<file path="src/rtl/rtwd_pkg.sv">
package rtwd_pkg;

    localparam int DATA_W = 8;
    localparam int RATE_W = 2;
    localparam int RATE_N = 1 << RATE_W;

    typedef enum logic [1:0] {
        REG_COUNT   = 2'd0,
        REG_CTRL    = 2'd1,
        REG_SERVICE = 2'd2,
        REG_SPARE   = 2'd3
    } reg_sel_e;

    // control/status image, bit 7 down to bit 0
    typedef struct packed {
        logic              ovf_flag;
        logic              rti_flag;
        logic              ovf_en;
        logic              rti_en;
        logic [1:0]        pad;
        logic [RATE_W-1:0] rate;
    } ctrl_t;

    localparam int BIT_OVF_ACK = 3;
    localparam int BIT_RTI_ACK = 2;
    localparam int BIT_WD_KEEP = 0;

    typedef struct packed {
        logic ovf;
        logic rti;
        logic wdog;
    } evt_t;

    // true when the low nbits of v are all ones (next tick wraps them)
    function automatic logic low_full(logic [31:0] v, int unsigned nbits);
        logic [31:0] mask;
        mask = (32'd1 << nbits) - 32'd1;
        return (v & mask) == mask;
    endfunction

endpackage

</file>
<file path="src/rtl/rtwd_prescale.sv">
module rtwd_prescale #(
    parameter int PRE_DIV = 4
) (
    input  logic clk,
    input  logic rst,
    input  logic freeze,
    input  logic wait_mode,
    output logic tick
);
    localparam int PW = (PRE_DIV > 1) ? $clog2(PRE_DIV) : 1;

    generate
        if (PRE_DIV > 1) begin : g_div
            logic [PW-1:0] pc;
            always_ff @(posedge clk) begin
                if (rst)
                    pc <= '0;
                else if (!freeze)
                    pc <= (pc == PW'(PRE_DIV - 1)) ? '0 : pc + 1'b1;
            end
            assign tick = !freeze && (pc == PW'(PRE_DIV - 1));

            // wait mode never stalls the prescaler
            a_r7_wait_runs: assert property (@(posedge clk) disable iff (rst)
                wait_mode && !freeze |=> pc != $past(pc));
            // ticks are spaced by the division ratio
            a_r2_tick_spacing: assert property (@(posedge clk) disable iff (rst)
                tick |=> !tick);
        end else begin : g_pass
            assign tick = !freeze;
            logic unused_wait;
            assign unused_wait = wait_mode;
        end
    endgenerate

endmodule

</file>
<file path="src/rtl/rtwd_chain.sv">
module rtwd_chain #(
    parameter int CHAIN_W = 15,
    parameter int KEEP_W  = 14
) (
    input  logic               clk,
    input  logic               rst,
    input  logic               tick,
    input  logic               svc,
    output logic [CHAIN_W-1:0] chain
);
    localparam logic [CHAIN_W-1:0] KEEP_MASK = CHAIN_W'((64'd1 << KEEP_W) - 64'd1);

    logic [CHAIN_W-1:0] inc;
    assign inc = chain + CHAIN_W'(tick);

    always_ff @(posedge clk) begin
        if (rst)
            chain <= '0;
        else if (svc)
            chain <= inc & KEEP_MASK;
        else
            chain <= inc;
    end

    // each tick advances the kept stages by one
    a_r2_step: assert property (@(posedge clk) disable iff (rst)
        tick |=> chain[KEEP_W-1:0] == KEEP_W'($past(chain[KEEP_W-1:0]) + 1'b1));
    // no tick and no service, no change
    a_r7_hold: assert property (@(posedge clk) disable iff (rst)
        !tick && !svc |=> $stable(chain));
    // service empties the watchdog stages
    a_r9_service: assert property (@(posedge clk) disable iff (rst)
        svc |=> chain[CHAIN_W-1:KEEP_W] == '0);

endmodule

</file>
<file path="src/rtl/rtwd_events.sv">
module rtwd_events
    import rtwd_pkg::*;
#(
    parameter int CNT_W    = 8,
    parameter int RTI_BITS = 11,
    parameter int CHAIN_W  = 15
) (
    input  logic [CHAIN_W-1:0] chain,
    input  logic               tick,
    input  logic [RATE_W-1:0]  rate,
    output evt_t               evt
);
    logic [RATE_N-1:0] tap_full;

    generate
        for (genvar g = 0; g < RATE_N; g++) begin : g_tap
            assign tap_full[g] = low_full(32'(chain), RTI_BITS + g);
        end
    endgenerate

    always_comb begin
        evt.ovf  = tick && low_full(32'(chain), CNT_W);
        evt.rti  = tick && tap_full[rate];
        evt.wdog = tick && low_full(32'(chain), CHAIN_W);
    end

endmodule

</file>
<file path="src/rtl/rtwd_regs.sv">
module rtwd_regs
    import rtwd_pkg::*;
#(
    parameter int CNT_W = 8
) (
    input  logic              clk,
    input  logic              rst,
    input  logic              wr_en,
    input  logic [1:0]        addr,
    input  logic [DATA_W-1:0] wdata,
    input  evt_t              evt,
    input  logic [CNT_W-1:0]  count,
    output logic [DATA_W-1:0] rdata,
    output logic [RATE_W-1:0] rate,
    output logic              svc,
    output logic              irq,
    output logic              wd_reset
);
    ctrl_t ctrl_q;
    logic  wr_ctrl, ack_ovf, ack_rti;

    assign wr_ctrl = wr_en && (reg_sel_e'(addr) == REG_CTRL);
    assign ack_ovf = wr_ctrl && wdata[BIT_OVF_ACK];
    assign ack_rti = wr_ctrl && wdata[BIT_RTI_ACK];
    assign svc     = wr_en && (reg_sel_e'(addr) == REG_SERVICE) && !wdata[BIT_WD_KEEP];

    always_ff @(posedge clk) begin
        if (rst) begin
            ctrl_q   <= '0;
            wd_reset <= 1'b0;
        end else begin
            if (wr_ctrl) begin
                ctrl_q.ovf_en <= wdata[5];
                ctrl_q.rti_en <= wdata[4];
                ctrl_q.rate   <= wdata[RATE_W-1:0];
            end
            ctrl_q.ovf_flag <= evt.ovf || (ctrl_q.ovf_flag && !ack_ovf);
            ctrl_q.rti_flag <= evt.rti || (ctrl_q.rti_flag && !ack_rti);
            wd_reset        <= evt.wdog;
        end
    end

    assign rate = ctrl_q.rate;
    assign irq  = (ctrl_q.ovf_flag && ctrl_q.ovf_en) || (ctrl_q.rti_flag && ctrl_q.rti_en);

    always_comb begin
        case (reg_sel_e'(addr))
            REG_COUNT: rdata = DATA_W'(count);
            REG_CTRL:  rdata = ctrl_q;
            default:   rdata = '0;
        endcase
    end

    // overflow flag only rises from an overflow event
    a_r3_ovf_cause: assert property (@(posedge clk) disable iff (rst)
        $rose(ctrl_q.ovf_flag) |-> $past(evt.ovf));
    // real-time flag only rises from a real-time event
    a_r4_rti_cause: assert property (@(posedge clk) disable iff (rst)
        $rose(ctrl_q.rti_flag) |-> $past(evt.rti));
    // flag holds until acknowledged
    a_r6_rti_sticky: assert property (@(posedge clk) disable iff (rst)
        ctrl_q.rti_flag && !ack_rti |=> ctrl_q.rti_flag);
    // acknowledge without a colliding event clears the flag
    a_r6_rti_ack: assert property (@(posedge clk) disable iff (rst)
        ack_rti && !evt.rti |=> !ctrl_q.rti_flag);
    // the watchdog pulse lasts one cycle
    a_r8_wd_pulse: assert property (@(posedge clk) disable iff (rst)
        wd_reset |=> !wd_reset);

endmodule

</file>
<file path="src/rtl/rtwd_timer.sv">
module rtwd_timer
    import rtwd_pkg::*;
#(
    parameter int PRE_DIV  = 4,
    parameter int CNT_W    = 8,
    parameter int RTI_BITS = 11,
    parameter int CHAIN_W  = 15
) (
    input  logic       clk,
    input  logic       rst,
    input  logic       freeze,
    input  logic       wait_mode,
    input  logic       wr_en,
    input  logic [1:0] addr,
    input  logic [7:0] wdata,
    output logic [7:0] rdata,
    output logic       irq,
    output logic       wd_reset
);
    localparam int KEEP_W = RTI_BITS + RATE_N - 1;

    logic               tick;
    logic               svc;
    logic [CHAIN_W-1:0] chain;
    logic [RATE_W-1:0]  rate;
    evt_t               evt;

    rtwd_prescale #(.PRE_DIV(PRE_DIV)) u_pre (
        .clk(clk), .rst(rst), .freeze(freeze), .wait_mode(wait_mode), .tick(tick)
    );

    rtwd_chain #(.CHAIN_W(CHAIN_W), .KEEP_W(KEEP_W)) u_chain (
        .clk(clk), .rst(rst), .tick(tick), .svc(svc), .chain(chain)
    );

    rtwd_events #(.CNT_W(CNT_W), .RTI_BITS(RTI_BITS), .CHAIN_W(CHAIN_W)) u_evt (
        .chain(chain), .tick(tick), .rate(rate), .evt(evt)
    );

    rtwd_regs #(.CNT_W(CNT_W)) u_regs (
        .clk(clk), .rst(rst), .wr_en(wr_en), .addr(addr), .wdata(wdata),
        .evt(evt), .count(chain[CNT_W-1:0]), .rdata(rdata), .rate(rate),
        .svc(svc), .irq(irq), .wd_reset(wd_reset)
    );

    // nothing is signalled in the cycle after reset
    a_r1_quiet: assert property (@(posedge clk) rst |=> !irq && !wd_reset);

endmodule

</file>
<file path="config.mk">
export PLATFORM = sky130hd
export DESIGN_NAME = rtwd_timer
export DESIGN_NICKNAME = d
export VERILOG_FILES = /design/src/rtl/rtwd_pkg.sv /design/src/rtl/rtwd_prescale.sv /design/src/rtl/rtwd_chain.sv /design/src/rtl/rtwd_events.sv /design/src/rtl/rtwd_regs.sv /design/src/rtl/rtwd_timer.sv
export SDC_FILE = /design/constraint.sdc
export NUM_CORES = 1
export LEC_CHECK = 0
export BUFFER_PORTS_ARGS = -buffer_cell sky130_fd_sc_hd__buf_2
export CORE_MARGIN = 4
export CORE_UTILIZATION = 40
export DETAILED_ROUTE_END_ITERATION = 16
export PLACE_DENSITY_LB_ADDON = 0.1
export SLEW_MARGIN = 15
export SYNTH_ARGS = -nofsm -noshare
export SYNTH_HDL_FRONTEND = slang
export SYNTH_SLANG_ARGS = --single-unit
</file>
<file path="constraint.sdc">
create_clock -name clk -period 3.6 [get_ports clk]
set_clock_uncertainty 0.1 [all_clocks]
set_input_delay 0 -clock clk [delete_from_list [all_inputs] [get_ports clk]]
set_output_delay 0 -clock clk [all_outputs]
set_load 0.02 [all_outputs]
</file>
==> results.py, run 1 <==
metrics = {
    "logic_synthesis": {
        "avgSynthCellArea_um2": 8.49,
        "yosysWarnings": 0,
        "ys_seq_area_share_pct": 41.3,
        "synth-edff-count": 0,
        "synth-seq-cells": 24,
        "synth.top_cell.area_share_pct": 41.3,
        "synth_area_mm2": 0.00116,
        "yosysMostFrequentCell": "dfxtp_1",
        "post_synth_num_cell_types": 31,
        "syn_nets": 155,
        "synthTopCellsByCount": "dfxtp_1 (24), nor2_1 (22), nand2_1 (17)",
        "synthTopCellsByArea": "dfxtp_1 (41%), nor2_1 (7.1%), mux2i_1 (6.9%)",
        "yosys_most_used_dff": "dfxtp_1",
        "synth_top_area_cell": "dfxtp_1",
        "async_reset_ff_share_pct": 0,
        "syn_inst": 137,
    },
    "setup_path": {
        "path_buf_inv": 0,
        "rrSetupSlack_ns": 1.54,
        "slowest_delay_ns": 0.38,
        "crit_chain": "ha_1 > nor2b_1 > ha_1 > ha_1 > nand3_1 > or3_1 > xor2_1 > nor2_1",
        "startpoint_type": "flop",
        "critPathKind": "flop to flop",
        "crit_family": "simple AND/OR/NAND/NOR gates",
        "crit_slowest_cell": "dfxtp_1",
        "critPathRequiredTime_ns": 3.71,
        "worstPathArrival_ns": 2.17,
        "cp_common_cell": "ha_1",
        "critPathMaxFanout": 5,
        "end_kind": "flop",
    },
    "cts": {
        "numCtsBuffers": 3,
        "cts_tree": "built",
        "path_clk_slew_ns": 0.13,
        "clock-sinks": 24,
        "insertion_delay_ns": 0.32,
        "cts_hold_buffers": 11,
        "cts_setup_buffers": 0,
        "clk_path_buf_depth": 2,
        "ctsHtreeMaxLevel": 1,
        "clockRootBuffer": "clkbuf_4",
        "cts_resized": 0,
    },
    "die": {
        "ios": 25,
        "rows": 19,
        "die_w_um": 61.9,
        "die_area_mm2": 0.00384,
        "core_area_mm2": 0.00276,
        "start_util_pct": 42.2,
        "fp.dieH_um": 61.9,
    },
    "placement": {
        "place_congestion": 0.760,
        "dpl_cell_area_mm2": 0.00129,
        "port_buffers": 21,
        "dp_slack_ns": 1.54,
        "hpwlAfterDp_mm": 1.94,
    },
    "sta": {
        "worstMarginPinSlew_ns": 0.403,
        "slew_headroom_pct": 73.1,
        "setup_slack_ns": 1.54,
        "whs_ns": 0.0285,
        "finalHoldViolations": 0,
        "fmax_ghz": 0.487,
        "maxSlewViolCount": 0,
        "setup_tns_ns": 0,
        "min_period_ns": 2.06,
        "grt_setup_unrepaired": "no",
        "setup_viol": 0,
        "fin_crit_sh_pct": 57.1,
    },
    "finish": {
        "ff_latch_area_um2": 480,
        "n_antenna_cell": 0,
        "layout-drive-gt1-share_pct": 17.9,
        "nets": 187,
        "multi_input_area_um2": 654,
        "area_growth_pct": 23.1,
        "fin_area_mm2": 0.00143,
        "fill_cells": 284,
    },
    "drt": {
        "first_iter_violations": 75,
        "dr.pass1.iters": 5,
        "routed_wirelength_mm": 2.70,
        "via_count": 1048,
        "avgViaCountPerCell": 5.27,
        "wl_per_cell_um": 13.6,
        "drc": 0,
        "ant_nets": 0,
    },
    "power": {
        "ir_worst_vdd_mv": 0.219,
        "p_leak_nw": 0.606,
        "powerDensity_mw_per_mm2": 315,
        "power_uw": 452,
    },
    "global_route": {
        "grt_pass1_vias": 1001,
        "grtUsageTotal_pct": 15.9,
        "grt_antenna_before_repair": 0,
        "grt-ovfl-total": 0,
        "grt_pass1_wl_mm": 4.55,
        "grt_max_degree": 22,
    },
    "job": {
        "cap_violations": 0,
    },
    "status": {
        "status": "finished, final reports clean",
    },
    "hold_path": {
        "min_path_type": "input port to flop",
    },
}
==> flip-flops by register name, summed over array words and instances, names as in the netlist <==
register         count
u_chain.chain       15
u_regs.ctrl_q        4
u_pre.g_div.pc       2
u_regs.rate          2
u_regs.wd_reset      1
==> power breakdown <==
group	internal, mW	switching, mW	total, mW
clock network	0.0619	0.0817	0.144
registers	0.269	0.00258	0.272
logic	0.0186	0.0181	0.0367
total	0.349	0.102	0.452
==> path summary, 6_finish.rpt <==
check / start / to / cells after the start
worst max-delay path: u_pre.g_div.pc[0] / u_chain.chain[12] / 8
worst min-delay path: wr_en / u_regs.rate[1] / 5
worst max register to register: u_pre.g_div.pc[0] / u_chain.chain[12] / 8
worst min register to register: u_regs.ctrl_q[5] / u_regs.ctrl_q[5] / 2
==> worst reg2reg max path, stage by stage (launching register included) <==
cell	delay [ns]
dfxtp_1	0.38
ha_1	0.17
nor2b_1	0.20
ha_1	0.22
ha_1	0.27
nand3_1	0.09
or3_1	0.34
xor2_1	0.14
nor2_1	0.05
==> kinds of logic after synthesis <==
group                      share of synthesized area [%]
and+or+nand+nor                                     31.2
DFF                                                 41.3
AOI/OAI and AO/OA                                   7.42
xor gates and xnor gates                            7.53
muxes                                               6.88
buffers and inverters                               2.47
adders and majority gates                           3.23
==> per-layer routing <==
layer	up-vias	track usage [%]	share of wire, %
met5	-	0	0
li1	534	-	-
met2	27	25.9	46
met1	482	20.8	47
met4	0	6.36	1.4
met3	5	3.10	5.3
==> area by class of cell <==
type,count,share of cell area (%)
clock buffer,4,2.53
inverter,2,0.524
tap,31,2.71
timing repair buffer,32,15.0
sequential,24,33.5
multi-input combinational,106,45.7
==> layout by cell type, fill, tap and decap left out, drive strengths merged, types with 3 or more instances in the layout <==
master and instances:
o21ai 3, xor2 5, dfxtp 24, mux2i 8
nor3 3, dlygate4sd3 11, or3 3, xnor2 5
and3 3, clkbuf 4, nand4 5, nand3 7
nor2 22, ha 3, a21oi 7, buf 21
nor2b 3, nand2 17
==> through the flow <==
stage | std cells | util (%)
2_1_floorplan | 137 | -
3_3_place_gp | 184 | 46.6
3_5_place_dp | 184 | 46.6
4_1_cts | 199 | 52.0
5_1_grt | 199 | 52.0
6_report | 199 | 52.0
(Power assumes the default switching activity.)
==> inputs of run 2 (changes only) <==
Clock period 3.6 ns to 2 ns, I/O delays scaled along.
==> run 2 against run 1 <==
Compared with the run above:
- the run now ends with hold timing left
- sequential cell count unchanged
- non-clock buffer count up 2
- first-iteration DRC count fell by 5.3%
- highest routed layer unchanged
- setup slack got worse by 1.4 ns
- sequential share of layout area decreased by 1.3 points
- sequential power rose by 80%
- via count is 2.6% higher
==> results.py, run 2 (synthesized netlist as in run 1, its figures left out) <==
metrics = {
    "status": {
        "status": "finished, violations left",
        "violations": "hold timing",
    },
    "finish": {
        "largest_reg_flops": 15,
        "most-common-layout-cells": "dfxtp_1 (23), nor2_1 (22), buf_2 (21), nand2_1 (17), dlygate4sd3_1 (12)",
        "top_regs": "u_chain.chain x15, u_regs.ctrl_q x4",
        "fin_util_pct": 54.2,
        "area_growth_pct": 28.5,
        "final_cell_count_no_fill": 201,
        "nets": 189,
        "fill_cells": 267,
        "layout-drive-gt1-share_pct": 20.6,
        "n_antenna_cell": 0,
        "layout_commonest_cell": "dfxtp_1",
        "largest_register": "u_chain.chain",
    },
    "die": {
        "core_area_mm2": 0.00276,
        "die_w_um": 61.9,
        "die_area_mm2": 0.00384,
        "start_util_pct": 42.2,
        "rows": 19,
        "fp.dieH_um": 61.9,
        "ios": 25,
    },
    "setup_path": {
        "end_kind": "flop",
        "critPathMaxFanout": 4,
        "worstPathArrival_ns": 1.98,
        "startpoint_type": "flop",
        "critPathKind": "flop to flop",
        "critPathRequiredTime_ns": 2.13,
    },
    "sta": {
        "slew_headroom_pct": 73.3,
        "min_period_ns": 1.85,
        "setup_tns_ns": 0,
        "finalHoldViolations": 1,
        "fin_crit_sh_pct": 92.7,
        "setup_viol": 0,
        "maxSlewViolCount": 0,
        "whs_ns": -0.00190,
        "worstMarginPinSlew_ns": 0.401,
        "grt_setup_unrepaired": "no",
        "fmax_ghz": 0.539,
    },
    "drt": {
        "top_layer_used": "met4",
        "dr.pass1.iters": 4,
        "via_count": 1075,
        "wl_met2_mm": 1.39,
        "wl_met1_mm": 1.28,
        "wl_per_cell_um": 14.2,
        "routed_wirelength_mm": 2.86,
        "first_iter_violations": 71,
        "avgViaCountPerCell": 5.35,
        "wl_met3_um": 146,
        "drc": 0,
        "ant_nets": 0,
    },
    "cts": {
        "cts_setup_buffers": 0,
        "clockRootBuffer": "clkbuf_4",
        "numCtsBuffers": 3,
        "ctsHtreeMaxLevel": 1,
        "path_clk_slew_ns": 0.14,
        "insertion_delay_ns": 0.33,
        "cts_tree": "built",
        "clock-sinks": 24,
        "clk_path_buf_depth": 2,
    },
    "placement": {
        "hpwlAfterDp_mm": 1.95,
        "port_buffers": 21,
        "dp_cells": 185,
        "place_congestion": 0.776,
    },
    "global_route": {
        "grt_max_degree": 22,
        "grt_pass1_wl_mm": 4.70,
        "grtUsageTotal_pct": 16.9,
        "grt_antenna_before_repair": 0,
        "grt_pass1_vias": 987,
        "grt-ovfl-total": 0,
    },
    "power": {
        "ir_worst_vdd_mv": 0.383,
        "p_leak_nw": 0.619,
        "powerDensity_mw_per_mm2": 612,
    },
    "hold_path": {
        "min_path_type": "input port to flop",
    },
    "job": {
        "cap_violations": 0,
    },
}
## run 2: cell count changes in the layout (fill, tap and decap cells not counted)
cell | before | now
ha_1 | 3 | 1
ha_4 | 0 | 2
buf_4 | 0 | 1
bufinv_16 | 0 | 1
clkbuf_8 | 1 | 0
dfxtp_1 | 24 | 23
dfxtp_2 | 0 | 1
dlygate4sd3_1 | 11 | 12
nor2b_1 | 3 | 2
nor2b_2 | 0 | 1
## run 2: worst max-delay path: stages (launching register included)
cell and delay, ns:
dfxtp_2 0.36, ha_1 0.16, nor2b_2 0.22, ha_4 0.18
ha_4 0.15, nand3_1 0.07, or3_1 0.33, xor2_1 0.14
nor2_1 0.05
## run 2: repair_timing
action,in CTS,in global routing
setup endpoints to repair,1,5
hold endpoints to repair,19,0
hold buffers,12,0
gates resized for setup,2,4
## run 2: path summary, 6_finish.rpt
check | from | to | slack [ns] | cells after the start
min reg2reg | u_chain.chain[14] | u_chain.chain[14] | 0.40 | 2
max | u_pre.g_div.pc[0] | u_chain.chain[12] | 0.15 | 8
max reg2reg | u_pre.g_div.pc[0] | u_chain.chain[12] | 0.15 | 8
min | wr_en | u_chain.chain[14] | -0.002 | 4
## run 2: layout make-up
class | instances | area, um^2 | share of cell area [%]
inverters | 2 | 7.51 | 0.502
flip-flops and latches | 24 | 482 | 32.2
clock inverters | 1 | 30.0 | 2.01
clock buffers | 3 | 22.5 | 1.51
multi-input cells | 106 | 682 | 45.6
well taps | 31 | 38.8 | 2.59
repair buffers | 34 | 233 | 15.6
## run 2: metrics by stage
step	worst slack [ns]	cell area, um^2	power, mW
2_1_floorplan	0.160	1160	0.530
3_3_place_gp	0.101	1290	0.547
3_5_place_dp	0.0171	1290	0.550
4_1_cts	0.0271	1470	0.918
5_1_grt	0.00558	1500	0.951
6_report	0.146	1500	0.915
## run 2: per-layer routing
layer  up-vias  GRT usage, %
met2        27          28.0
li1        545             -
met3         4          3.10
met4         0          7.27
met1       499          21.5
met5         -             0
## run 2: where the power goes
part           internal (mW)  switching (mW)  total, mW  leakage (nW)
clock                  0.203           0.154      0.357        0.0279
combinational         0.0345          0.0334     0.0680         0.397
sequential             0.485         0.00522      0.490         0.194
==> inputs of run 3 (changes only) <==
Clock period 2 ns to 1.7 ns, I/O delays scaled along.
==> run 3 against run 2 <==
Compared with the run above:
- the run ends with setup timing left
- non-clock buffer count increased by 7
- critical endpoint unchanged
- setup slack got worse by 0.21 ns
- worst hold slack improved by 0.034 ns
- largest power group unchanged
==> results.py, run 3 (synthesized netlist as in run 1, its figures left out) <==
metrics = {
    "power": {
        "ir_worst_vdd_mv": 0.554,
        "p_leak_nw": 0.641,
        "powerDensity_mw_per_mm2": 581,
    },
    "setup_path": {
        "critPathMaxFanout": 4,
        "slowest_delay_ns": 0.38,
        "crit_chain": "ha_4 > nor2b_4 > ha_4 > ha_4 > nand3_2 > or3_1 > xor2_1 > nor2_1",
        "startpoint_type": "flop",
        "worstPathArrival_ns": 1.88,
        "crit_family": "simple AND/OR/NAND/NOR gates",
        "critPathRequiredTime_ns": 1.82,
        "end_kind": "flop",
        "cp_common_cell": "ha_4",
        "path_buf_inv": 0,
        "critPathKind": "flop to flop",
        "crit_slowest_cell": "dfxtp_2",
    },
    "finish": {
        "layout_commonest_cell": "dfxtp_1",
        "layout-drive-gt1-share_pct": 27.8,
        "final_cell_count_no_fill": 207,
        "most-common-layout-cells": "dfxtp_1 (22), nor2_1 (21), buf_2 (21), nand2_1 (17), dlygate4sd3_1 (12)",
        "nets": 196,
        "largest_register": "u_chain.chain",
        "n_antenna_cell": 0,
        "area_growth_pct": 34.6,
        "top_regs": "u_chain.chain x15, u_regs.ctrl_q x4",
        "largest_reg_flops": 15,
    },
    "drt": {
        "ant_nets": 0,
        "dr.pass1.iters": 4,
        "wl_per_cell_um": 13.5,
        "drc": 0,
        "via_count": 1057,
        "avgViaCountPerCell": 5.11,
        "first_iter_violations": 29,
        "routed_wirelength_mm": 2.79,
    },
    "sta": {
        "fmax_ghz": 0.567,
        "fin_crit_sh_pct": 104,
        "grt_setup_unrepaired": "yes",
        "setup_viol": 2,
        "slew_headroom_pct": 72.9,
        "finalHoldViolations": 0,
        "min_period_ns": 1.76,
        "setup_slack_ns": -0.0623,
        "worstMarginPinSlew_ns": 0.406,
        "maxSlewViolCount": 0,
    },
    "global_route": {
        "grt_antenna_before_repair": 0,
        "grt-ovfl-total": 0,
        "grt_pass1_vias": 1040,
        "grt_pass1_wl_mm": 4.74,
        "grt_max_degree": 21,
        "grtUsageTotal_pct": 16.6,
    },
    "die": {
        "core_area_mm2": 0.00276,
        "start_util_pct": 42.2,
        "fp.dieH_um": 61.9,
        "die_area_mm2": 0.00384,
        "ios": 25,
        "die_w_um": 61.9,
        "rows": 19,
    },
    "placement": {
        "dp_cells": 192,
        "dp_slack_ns": -0.0637,
        "place_congestion": 0.813,
        "hpwlAfterDp_mm": 2.00,
        "port_buffers": 21,
    },
    "cts": {
        "clock-sinks": 24,
        "insertion_delay_ns": 0.31,
        "clockRootBuffer": "clkbuf_4",
        "numCtsBuffers": 3,
        "cts_setup_buffers": 0,
        "ctsHtreeMaxLevel": 1,
        "cts_tree": "built",
        "clk_path_buf_depth": 2,
        "path_clk_slew_ns": 0.13,
    },
    "status": {
        "violations": "setup timing",
        "status": "finished, violations left",
    },
    "hold_path": {
        "min_path_type": "input port to flop",
    },
    "job": {
        "cap_violations": 0,
    },
}
[run 3: worst paths after layout]
kind	startpoint	to	slack [ns]	cells after the start
worst max-delay path	u_pre.g_div.pc[0]	u_chain.chain[12]	-0.06	8
worst min-delay path	wr_en	u_regs.ctrl_q[5]	0.03	5
worst max register to register	u_pre.g_div.pc[0]	u_chain.chain[12]	-0.06	8
worst min register to register	u_chain.chain[14]	u_regs.wd_reset	0.40	1
[run 3: per-layer routing]
metal | GRT usage, % | vias up | routed length, um
li1 | - | 554 | -
met1 | 21.0 | 485 | 1240
met2 | 28.3 | 16 | 1430
met3 | 5.17 | 2 | 99
met4 | 2.73 | 0 | 18
met5 | 0 | - | 0
[run 3: where the power goes]
| part | switching, mW | internal (mW) | total, mW |
|---|---|---|---|
| combinational | 0.0410 | 0.0471 | 0.0882 |
| clock | 0.163 | 0.0829 | 0.245 |
| sequential | 0.00686 | 0.570 | 0.577 |
[run 3: metrics by stage]
step,setup TNS [ns],area [um^2],total power [mW],utilization [%],hold WS (ns)
detailed placement,-0.133,1380,0.653,50.0,0.147
floorplan,-0.00545,1200,0.624,-,0.0360
CTS,-0.158,1530,0.923,55.5,0.0146
global route,-0.739,1570,0.963,56.8,0.0445
global placement,-0.00397,1380,0.651,50.0,0.143
finish,-0.102,1570,0.911,56.8,0.0324
[run 3: area by class of cell]
type                    count  area [um^2]
inverters                   2         7.51
fillers                   256         1190
clock buffers               3         22.5
repair buffers             41          285
flip-flops and latches     24          483
multi-input cells         106          729
well taps                  31         38.8
[run 3: what timing repair did]
action                                  4_1_cts  5_1_grt
pin swaps                                     0        3
endpoints found under the hold margin        11        0
resized for setup                             4        7
hold buffers                                 12        0
cloned                                        0        0
endpoints found under the setup margin        8       12
[run 3: worst reg2reg max path, stage by stage, from the launching register on]
cell	delay, ns
dfxtp_2	0.38
ha_4	0.13
nor2b_4	0.15
ha_4	0.16
ha_4	0.15
nand3_2	0.06
or3_1	0.33
xor2_1	0.16
nor2_1	0.05
